===== src/rtl/hps_pkg.sv =====
// Shared types for the handle position stepper.
// Assumes positions and offsets share one width.
package hps_pkg;
    parameter int unsigned POS_W = 16;

    // Per-axis read-only scan constants
    typedef struct packed {
        logic [POS_W-1:0] start;
        logic [POS_W-1:0] step;
        logic [POS_W-1:0] limit;
    } axis_cfg_t;

    // Live values kept in a stack slot
    typedef struct packed {
        logic [POS_W-1:0] x;
        logic [POS_W-1:0] y;
        logic [POS_W-1:0] rx;
        logic [POS_W-1:0] ry;
        logic             act;
    } live_t;

    typedef enum logic {ST_RUN = 1'b0, ST_LOAD = 1'b1} sw_state_t;
endpackage


===== src/rtl/hps_param_table.sv =====
// Holds per-task read-only constants, written one field at a time.
// Assumes the field code order: 0..2 column start/step/limit,
// 3..5 row start/step/limit, 6 column base, 7 row base.
module hps_param_table #(
    parameter int unsigned TASKS = 8,
    parameter int unsigned TW    = $clog2(TASKS)
) (
    input  logic                     clk,
    input  logic                     rst_n,
    input  logic                     we,
    input  logic [TW-1:0]            wtask,
    input  logic [2:0]               field,
    input  logic [hps_pkg::POS_W-1:0] wdata,
    input  logic [TW-1:0]            rtask,
    output hps_pkg::axis_cfg_t       cfg_x,
    output hps_pkg::axis_cfg_t       cfg_y,
    output logic [hps_pkg::POS_W-1:0] base_x,
    output logic [hps_pkg::POS_W-1:0] base_y
);
    localparam int unsigned NF = 8;
    logic [hps_pkg::POS_W-1:0] tbl [TASKS][NF];

    // Write one constant field of one task
    always_ff @(posedge clk) begin
        if (!rst_n) begin
            for (int t = 0; t < TASKS; t++)
                for (int f = 0; f < NF; f++)
                    tbl[t][f] <= '0;
        end else if (we) begin
            tbl[wtask][field] <= wdata;
        end
    end

    // Present the live task's constants
    always_comb begin
        cfg_x  = '{start: tbl[rtask][0], step: tbl[rtask][1], limit: tbl[rtask][2]};
        cfg_y  = '{start: tbl[rtask][3], step: tbl[rtask][4], limit: tbl[rtask][5]};
        base_x = tbl[rtask][6];
        base_y = tbl[rtask][7];
    end
endmodule


===== src/rtl/hps_axis_step.sv =====
// One axis stepper: holds a position, reloads or restores it, or
// advances it by its step with wrap to start past the limit.
// Assumes restore beats restart, which beats advance.
module hps_axis_step (
    input  logic                      clk,
    input  logic                      rst_n,
    input  hps_pkg::axis_cfg_t        cfg,
    input  logic                      restore_en,
    input  logic [hps_pkg::POS_W-1:0] restore_val,
    input  logic                      restart,
    input  logic                      adv,
    output logic [hps_pkg::POS_W-1:0] pos,
    output logic [hps_pkg::POS_W-1:0] nxt,
    output logic                      last
);
    logic [hps_pkg::POS_W:0] sum;

    // Decide the next position and whether this step passes the limit
    always_comb begin
        sum  = {1'b0, pos} + {1'b0, cfg.step};
        last = sum > {1'b0, cfg.limit};
        if (restore_en)   nxt = restore_val;
        else if (restart) nxt = cfg.start;
        else if (adv)     nxt = last ? cfg.start : sum[hps_pkg::POS_W-1:0];
        else              nxt = pos;
    end

    // Position register
    always_ff @(posedge clk) begin
        if (!rst_n) pos <= '0;
        else        pos <= nxt;
    end
endmodule


===== src/rtl/hps_task_stack.sv =====
// Slot store for the live values of every task: one write port
// for saving, one combinational read port for restoring.
module hps_task_stack #(
    parameter int unsigned TASKS = 8,
    parameter int unsigned TW    = $clog2(TASKS)
) (
    input  logic            clk,
    input  logic            rst_n,
    input  logic            we,
    input  logic [TW-1:0]   widx,
    input  hps_pkg::live_t  wdata,
    input  logic [TW-1:0]   ridx,
    output hps_pkg::live_t  rdata
);
    hps_pkg::live_t slot [TASKS];

    // Save a task's live values into its slot
    always_ff @(posedge clk) begin
        if (!rst_n) begin
            for (int t = 0; t < TASKS; t++) slot[t] <= '0;
        end else if (we) begin
            slot[widx] <= wdata;
        end
    end

    // Read the slot being restored
    assign rdata = slot[ridx];
endmodule


===== src/rtl/handle_stepper.sv =====
// Top: raster stepping of the live task's handle position with
// base and relative offsets, a valid/ready output, and a two-cycle
// save/restore task switch ordered from outside.
// Assumes constants of the live task are not rewritten mid-scan.
module handle_stepper #(
    parameter int unsigned TASKS = 8,
    parameter int unsigned PW    = hps_pkg::POS_W,
    parameter int unsigned TW    = $clog2(TASKS)
) (
    input  logic          clk,
    input  logic          rst_n,
    input  logic          cfg_we,
    input  logic [TW-1:0] cfg_task,
    input  logic [2:0]    cfg_field,
    input  logic [PW-1:0] cfg_data,
    input  logic          sw_req,
    input  logic [TW-1:0] sw_task,
    input  logic          start,
    input  logic [PW-1:0] start_rx,
    input  logic [PW-1:0] start_ry,
    input  logic          out_ready,
    output logic          out_valid,
    output logic [PW-1:0] out_x,
    output logic [PW-1:0] out_y,
    output logic          done
);
    import hps_pkg::*;

    sw_state_t    state;
    logic [TW-1:0] cur, pend;
    logic [PW-1:0] rx, ry, rx_n, ry_n, base_x, base_y;
    logic          act, act_n;
    logic          loading, hs, sw_acc, st_acc, fin;
    logic [PW-1:0] x_pos, y_pos, x_nxt, y_nxt;
    logic          x_last, y_last;
    axis_cfg_t     cfg_x, cfg_y;
    live_t         rd, wr;

    hps_param_table #(.TASKS(TASKS), .TW(TW)) u_tbl (
        .clk(clk), .rst_n(rst_n), .we(cfg_we), .wtask(cfg_task),
        .field(cfg_field), .wdata(cfg_data), .rtask(cur),
        .cfg_x(cfg_x), .cfg_y(cfg_y), .base_x(base_x), .base_y(base_y)
    );

    hps_axis_step u_xstep (
        .clk(clk), .rst_n(rst_n), .cfg(cfg_x), .restore_en(loading),
        .restore_val(rd.x), .restart(st_acc), .adv(hs),
        .pos(x_pos), .nxt(x_nxt), .last(x_last)
    );

    hps_axis_step u_ystep (
        .clk(clk), .rst_n(rst_n), .cfg(cfg_y), .restore_en(loading),
        .restore_val(rd.y), .restart(st_acc), .adv(hs && x_last),
        .pos(y_pos), .nxt(y_nxt), .last(y_last)
    );

    hps_task_stack #(.TASKS(TASKS), .TW(TW)) u_stack (
        .clk(clk), .rst_n(rst_n), .we(sw_acc), .widx(cur),
        .wdata(wr), .ridx(pend), .rdata(rd)
    );

    // Command decode and handshake
    always_comb begin
        loading   = (state == ST_LOAD);
        out_valid = act && !loading;
        hs        = out_valid && out_ready;
        sw_acc    = sw_req && !loading;
        st_acc    = start && !loading && !sw_req;
        fin       = hs && x_last && y_last;
    end

    // Next live offsets and scan flag
    always_comb begin
        if (loading) begin
            rx_n = rd.rx; ry_n = rd.ry; act_n = rd.act;
        end else if (st_acc) begin
            rx_n = start_rx; ry_n = start_ry; act_n = 1'b1;
        end else begin
            rx_n = rx; ry_n = ry; act_n = act && !fin;
        end
        wr = '{x: x_nxt, y: y_nxt, rx: rx_n, ry: ry_n, act: act_n};
    end

    // Switch sequencing, live offsets and done pulse
    always_ff @(posedge clk) begin
        if (!rst_n) begin
            state <= ST_RUN; cur <= '0; pend <= '0;
            rx <= '0; ry <= '0; act <= 1'b0; done <= 1'b0;
        end else begin
            rx <= rx_n; ry <= ry_n; act <= act_n; done <= fin;
            if (sw_acc) begin
                state <= ST_LOAD; pend <= sw_task;
            end else if (loading) begin
                state <= ST_RUN; cur <= pend;
            end
        end
    end

    // Offset adders
    assign out_x = x_pos + rx + base_x;
    assign out_y = y_pos + ry + base_y;
endmodule


===== config.mk =====
export PLATFORM = sky130hd
export DESIGN_NAME = handle_stepper
export DESIGN_NICKNAME = d
export VERILOG_FILES = /design/src/rtl/hps_pkg.sv /design/src/rtl/hps_param_table.sv /design/src/rtl/hps_axis_step.sv /design/src/rtl/hps_task_stack.sv /design/src/rtl/handle_stepper.sv
export SDC_FILE = /design/constraint.sdc
export NUM_CORES = 2
export LEC_CHECK = 0
export ABC_CLOCK_PERIOD_IN_PS = 11500
export BUFFER_PORTS_ARGS = -buffer_cell sky130_fd_sc_hd__buf_2
export CELL_PAD_IN_SITES_DETAIL_PLACEMENT = 1
export CELL_PAD_IN_SITES_GLOBAL_PLACEMENT = 2
export CORE_ASPECT_RATIO = 0.6
export CORE_MARGIN = 10
export CORE_UTILIZATION = 50
export DETAILED_ROUTE_END_ITERATION = 10
export GPL_TIMING_DRIVEN = 0
export PLACE_DENSITY = 0.89
export SETUP_SLACK_MARGIN = 0.1
export SLEW_MARGIN = 20
export SYNTH_ARGS = -nofsm -noshare
export SYNTH_HDL_FRONTEND = slang
export SYNTH_SLANG_ARGS = --single-unit

===== constraint.sdc =====
create_clock -name clk -period 11.5 [get_ports clk]
set_input_delay 2.3 -clock clk [delete_from_list [all_inputs] [get_ports clk]]
set_output_delay 2.3 -clock clk [all_outputs]
set_load 0.1 [all_outputs]

Word-level counts from Yosys, hierarchy flattened:

Memory sizes are Yosys's and may differ from the RTL's. A register that Yosys moved wholly into a read port is not among the register bits.
Index checks and enable logic that the tools add are counted.

* $add $sub $neg: 6
* multipliers: 0
* divide/modulo/power cells: 0
* order comparisons: 4
* equality and inequality tests: 0
* shift operators: 0
* mux-type cells: 33
* bitwise operators: 2
* reductions and logical operators: 15

Operators with widths (number)
* $mux 128: 3
* $mux 16: 13
* $reduce_or 128->1: 1
* $mux 65: 1
* $reduce_or 65->1: 1
* $add 16x16->16: 4
* $demux 16 s3: 1
* $add 16x16->17: 2
* $gt 17x16->1: 2
* $mux 3: 6
* $logic_and 1x1->1: 9
* $mux 1: 9
* $ge 4x4->1 const B: 1
* $lt 4x1->1 const B: 1
* $not 3->4: 1
* $logic_not 1->1: 3
* $reduce_and 2->1: 1
* $not 1->1: 1

* flip-flop bits (word level): 73
* latch bits: 0
* RAM bits: 1544
* bits in read-only memories: 0
* input port bits: 63
* output and inout bits: 34
* word-level logic and storage cells: 71
* memories: 2

Memories
* u_tbl.tbl: depth 8, bits a word 128, read ports 1, clocked after memory_dff 1, wr ports 8, line hps_param_table.sv:21 `logic [hps_pkg::POS_W-1:0] tbl [TASKS][NF];`
* u_stack.slot: depth 8, bits a word 65, read ports 1, clocked after memory_dff 1, wr ports 8, line hps_task_stack.sv:15 `hps_pkg::live_t slot [TASKS];`

Logic depth before layout (Yosys ltp):

* depth in word-level cells: 10
* depth in mapped cells: 29
* depth with buffers taken out: 19

Hierarchy:

Synthesis repeated with hierarchy kept, for this count alone.

* cells, all modules: 5649
* area total of the unflattened synthesis: 79207.2 um^2

Modules (own cells, without submodules)
* hps_param_table: times used 1, cells an instance 3085, area an instance 47606.9 um^2, seq. area each 30749.5 um^2
* hps_task_stack: times used 1, cells an instance 1468, area an instance 22861.9 um^2, seq. area each 15615.0 um^2
* handle_stepper: times used 1, cells an instance 457, area an instance 4000.1 um^2, seq. area each 820.8 um^2
* hps_axis_step (u_ystep): times used 1, cells an instance 331, area an instance 2431.1 um^2, seq. area each 320.3 um^2
* hps_axis_step (u_xstep): times used 1, cells an instance 308, area an instance 2307.2 um^2, seq. area each 320.3 um^2

Worst setup path after synthesis:

No wires, ideal clock.

* path kind: reg2out
* start point: reg with a tool-made name
* end point: out out_x[11]
* data arrival time: 5.987 ns
* data required time: 9.200 ns
* setup slack: 3.213 ns
* stages on the path, launching flop included: 20
* path buffers: 5
* cell sequence: dfxtp_1 buf_2 buf_4 buf_2 buf_2 buf_1 mux4_2 mux2_2 fa_1 ha_1 inv_1 fa_1 nor2b_1 o21a_1 o21ai_0 nand2b_1 a31o_2 a31oi_1 nor2b_1 xnor2_1

RTL lines
* end, declared: line handle_stepper.sv:23 `output logic [PW-1:0] out_x,`

==> impl_results.md <==
- Vias in the first global route: 52.03k
- Via count: 52.94k
- Iter 0 DRT Violations: approximately 9.4k
- Filler instances: 14.34k
- Crit path DAT: around 9.1 ns
- Leak Pwr: approximately 30 nW
- Die extent in x: 523.9 um
- Worst reg2reg path depth: 23
- Hold Buf Count CTS: 0
- CORE AREA: 0.1507 mm^2
- Utilization after layout: 56.83%
- Most common cell in the netlist: edfxtp_1
- Synthesis-to-finish area growth: 12.45%
- Final Critical Period: 11.38 ns
- Clock Sinks: 1623
- WL final: 307500 um
- DIE AREA: 0.1689 mm^2
- WHS Path Cells: 2
- Setup_tns: 0 ns
- Post-route ant nets: 0
- Number of synthesized flops with an enable pin: ~1.5k
- Clock buffer depth: 3
- Max Fclk: 87.90 MHz
- Synthesized Nets: 5474
- Initial antenna violation count: 58
- Wire length of the first global-routing pass: 419700 um
- Syn Inst Count: 5285
- Syn. warnings: 0
- DRC: 0
- Synth top cells by count: edfxtp_1, and2_1, nor2_1, mux4_2, clkbuf_1
- Area contributors post-synth: edfxtp_1, mux4_2, and2_1
- DPL Wire Length: 221500 um
- Worst skew pair latency: 0.84 ns
- Ys async rst share: 0%
- Total CTS buffers: 153
- CTS root buffer: clkbuf_16
- GPL Wtd Cong: 1.019
- Register clock-pin slew on the reported worst setup and hold paths: approximately 0.070 ns
- Synth Area in XOR/XNOR: 0.6094%
- Combinational family with the most area after synthesis: multiplexers
- CTS tree: yes
- Crit. End Element: primary output
- Ports: 97
- Port Buffers: 80
- Outcome: finished with violations
- Synth cell types: 81
- Initial Util: 50.54%
- Post-synth top area share: 60.87%
- Hold Path Class: reg2reg
- Drt wl/cell: 39.37 um
- Drt via density: about 6.8
- VDD IR max: 0.1690 mV
- Pwr per Cell Area: 173.2 mW/mm^2
- WS Path Type: reg2out
- FF/Latch Area: between 0.04 and 0.05 mm^2
- Slew Limit Fails: 12
- Grt ovf: 0
- Multi-input gate area: 0.02666 mm^2
- Setup violations, final: 0
- Fin. Hold Viols: 0
- RSZ-0062 raised after global routing: no
- Largest net degree at the start of global routing: 40
- Worst slew pin tran: 1.513 ns
- Ratio of cells with drive above 1 in the final layout: approximately a fifth
- Adder-cell share of the synthesized area: under 10%
- Nets@finish: 5787
- Clock skew: roughly 0.047 ns
- Compound-cell area share of the yosys netlist: 3.469%
- H-tree depth: 4
- Pre-Repair DR Iteration Count: 8
- Synth Area in Simple Gates: 13.75%
- CP Max Fanout: 10
- Post-synthesis instance area: 0.07617 mm^2
- Die height: 322.3 um
- Post-synthesis mux area share: 14.36%
- Seq/Total Area, Yosys: 62.95%
- Tot GR Track Use: 35.96%
- Failing checks: max-capacitance violations, max-slew violations
- Final Cycle Share: 98.93%
- Predominant post-synthesis flop cell: edfxtp_1
- Rows: 110
- MaxCap Viol Count: 1
- Synth area leader: edfxtp_1
- FF+latch count, synth: 1623
- Crit path launch type: flop
- Relative slew margins: -0.8826%
- Avg Cell Area, Syn: between 10 and 15 um^2
- CP required: between 9 and 10 ns
placed cells by master (no fill, tap or decap), types with 19 or more instances in the layout:
master	synthesis	layout
buf_8	1	28
mux2_2	81	81
and2_1	1031	1031
nor2b_1	19	19
clkinv_2	0	26
dfxtp_1	79	79
o21ai_0	92	28
xnor2_1	37	37
clkbuf_16	0	155
buf_2	46	132
fa_1	34	34
inv_1	43	43
nand2_1	217	209
nand3_1	26	26
a21oi_1	66	65
buf_6	1	39
a211oi_1	53	53
edfxtp_1	1544	1544
mux4_2	386	386
nor3_1	38	38
buf_1	59	50
o21ai_2	0	64
clkbuf_2	0	84
o21ai_1	34	34
diode_2	0	70
nor2_1	633	633
mux2i_1	129	129
a21o_1	21	21
clkinv_1	0	26
clkbuf_1	325	286
ha_1	92	92
area by class of cell:
class / instances / share of cell area (%)
well taps: 2016 / 2.945
plain buffers: 433 / 2.133
inverters: 43 / 0.1884
multi-input cells: 3185 / 31.13
repair buffers: 159 / 1.838
flip-flops and latches: 1623 / 55.98
clock inverters: 78 / 0.7903
diodes: 70 / 0.2045
clock buffers: 203 / 4.797
worst paths after layout:
path                             start                                 to  slack, ns
setup / recovery                  flop                          out_y[15]       0.12
hold / removal    pend[1]$_SDFFE_PN0P_                cur[1]$_SDFFE_PN0P_       0.55
setup reg to reg                  flop  u_stack.slot[1][48]$_SDFFCE_PN0P_       0.48
hold reg to reg   pend[1]$_SDFFE_PN0P_                cur[1]$_SDFFE_PN0P_       0.55
where the power goes:
| part | switching, mW | leakage (nW) | internal [mW] |
|---|---|---|---|
| clock | 2.39 | 2.34 | 2.75 |
| sequential | 0.181 | 15.8 | 6.75 |
| combinational | 2.05 | 11.5 | 0.713 |
per-stage QoR:
| step | instances | cell area [um^2] | setup WS [ns] | hold WS (ns) | total power, mW |
|---|---|---|---|---|---|
| detailed placement | 7460 | 80660 | 1.063 | 0.5314 | 9.689 |
| floorplan | 5285 | 76170 | 3.213 | 0.4831 | 8.661 |
| finish | 7810 | 85650 | 0.1232 | 0.5453 | 14.83 |
| CTS | 7741 | 85440 | 0.1351 | 0.5465 | 14.68 |
| global placement | 7381 | 79090 | 0.6778 | 0.5268 | 9.563 |
| global route | 7747 | 85500 | 0.2200 | 0.5904 | 15.11 |
state kept, by name, summed over array words and instances (netlist names), 3 cells and up, named ones only:
register / cells
cur: 3
pend: 3
rx: 16
ry: 16
u_stack.slot: 520
u_tbl.tbl: 1024
u_xstep.pos: 16
u_ystep.pos: 16
critical path: stages, from the launching register on:
cell and delay [ns]:
dfxtp_1 0.62, buf_2 0.48, buf_1 0.81, clkbuf_2 0.71, buf_1 0.68, clkbuf_2 0.59
mux4_2 0.51, mux2i_1 0.58, fa_1 0.31, inv_1 0.05, ha_1 0.21, inv_1 0.09
fa_1 0.22, nor2b_1 0.06, o21a_1 0.18, o21a_1 0.22, o211ai_1 0.35, a21oi_1 0.19
o31ai_1 0.59, mux2i_1 0.16, nand4_1 0.13, buf_2 0.45
routing by layer:
metal / part of all wire [%] / wire [um] / global-route usage [%] / vias up
met3: 18 / 56090 / 19.72 / 721
met5: 0.15 / 475 / 2.356 / -
met4: 4.5 / 13980 / 14.53 / 24
met1: 38 / 115800 / 49.22 / 27420
met2: 39 / 121100 / 46.82 / 4635
li1: - / - / - / 20140
logic make-up (layout without fill, tap and decap cells):
logic type | after synthesis | count (layout)
DFF | 1623 | 1623
and+or+nand+nor | 2021 | 2021
muxes | 598 | 598
AOI/OAI and AO/OA | 387 | 387
adders and majority gates | 126 | 126
xor gates and xnor gates | 53 | 53
buffers and inverters | 477 | 916
other | 0 | 70
what timing repair did:
item                                    CTS  global route
resized for setup                         0             7
endpoints found under the setup margin    0             4
buffers inserted                          0             0
Power figures use the tool's default switching activity.
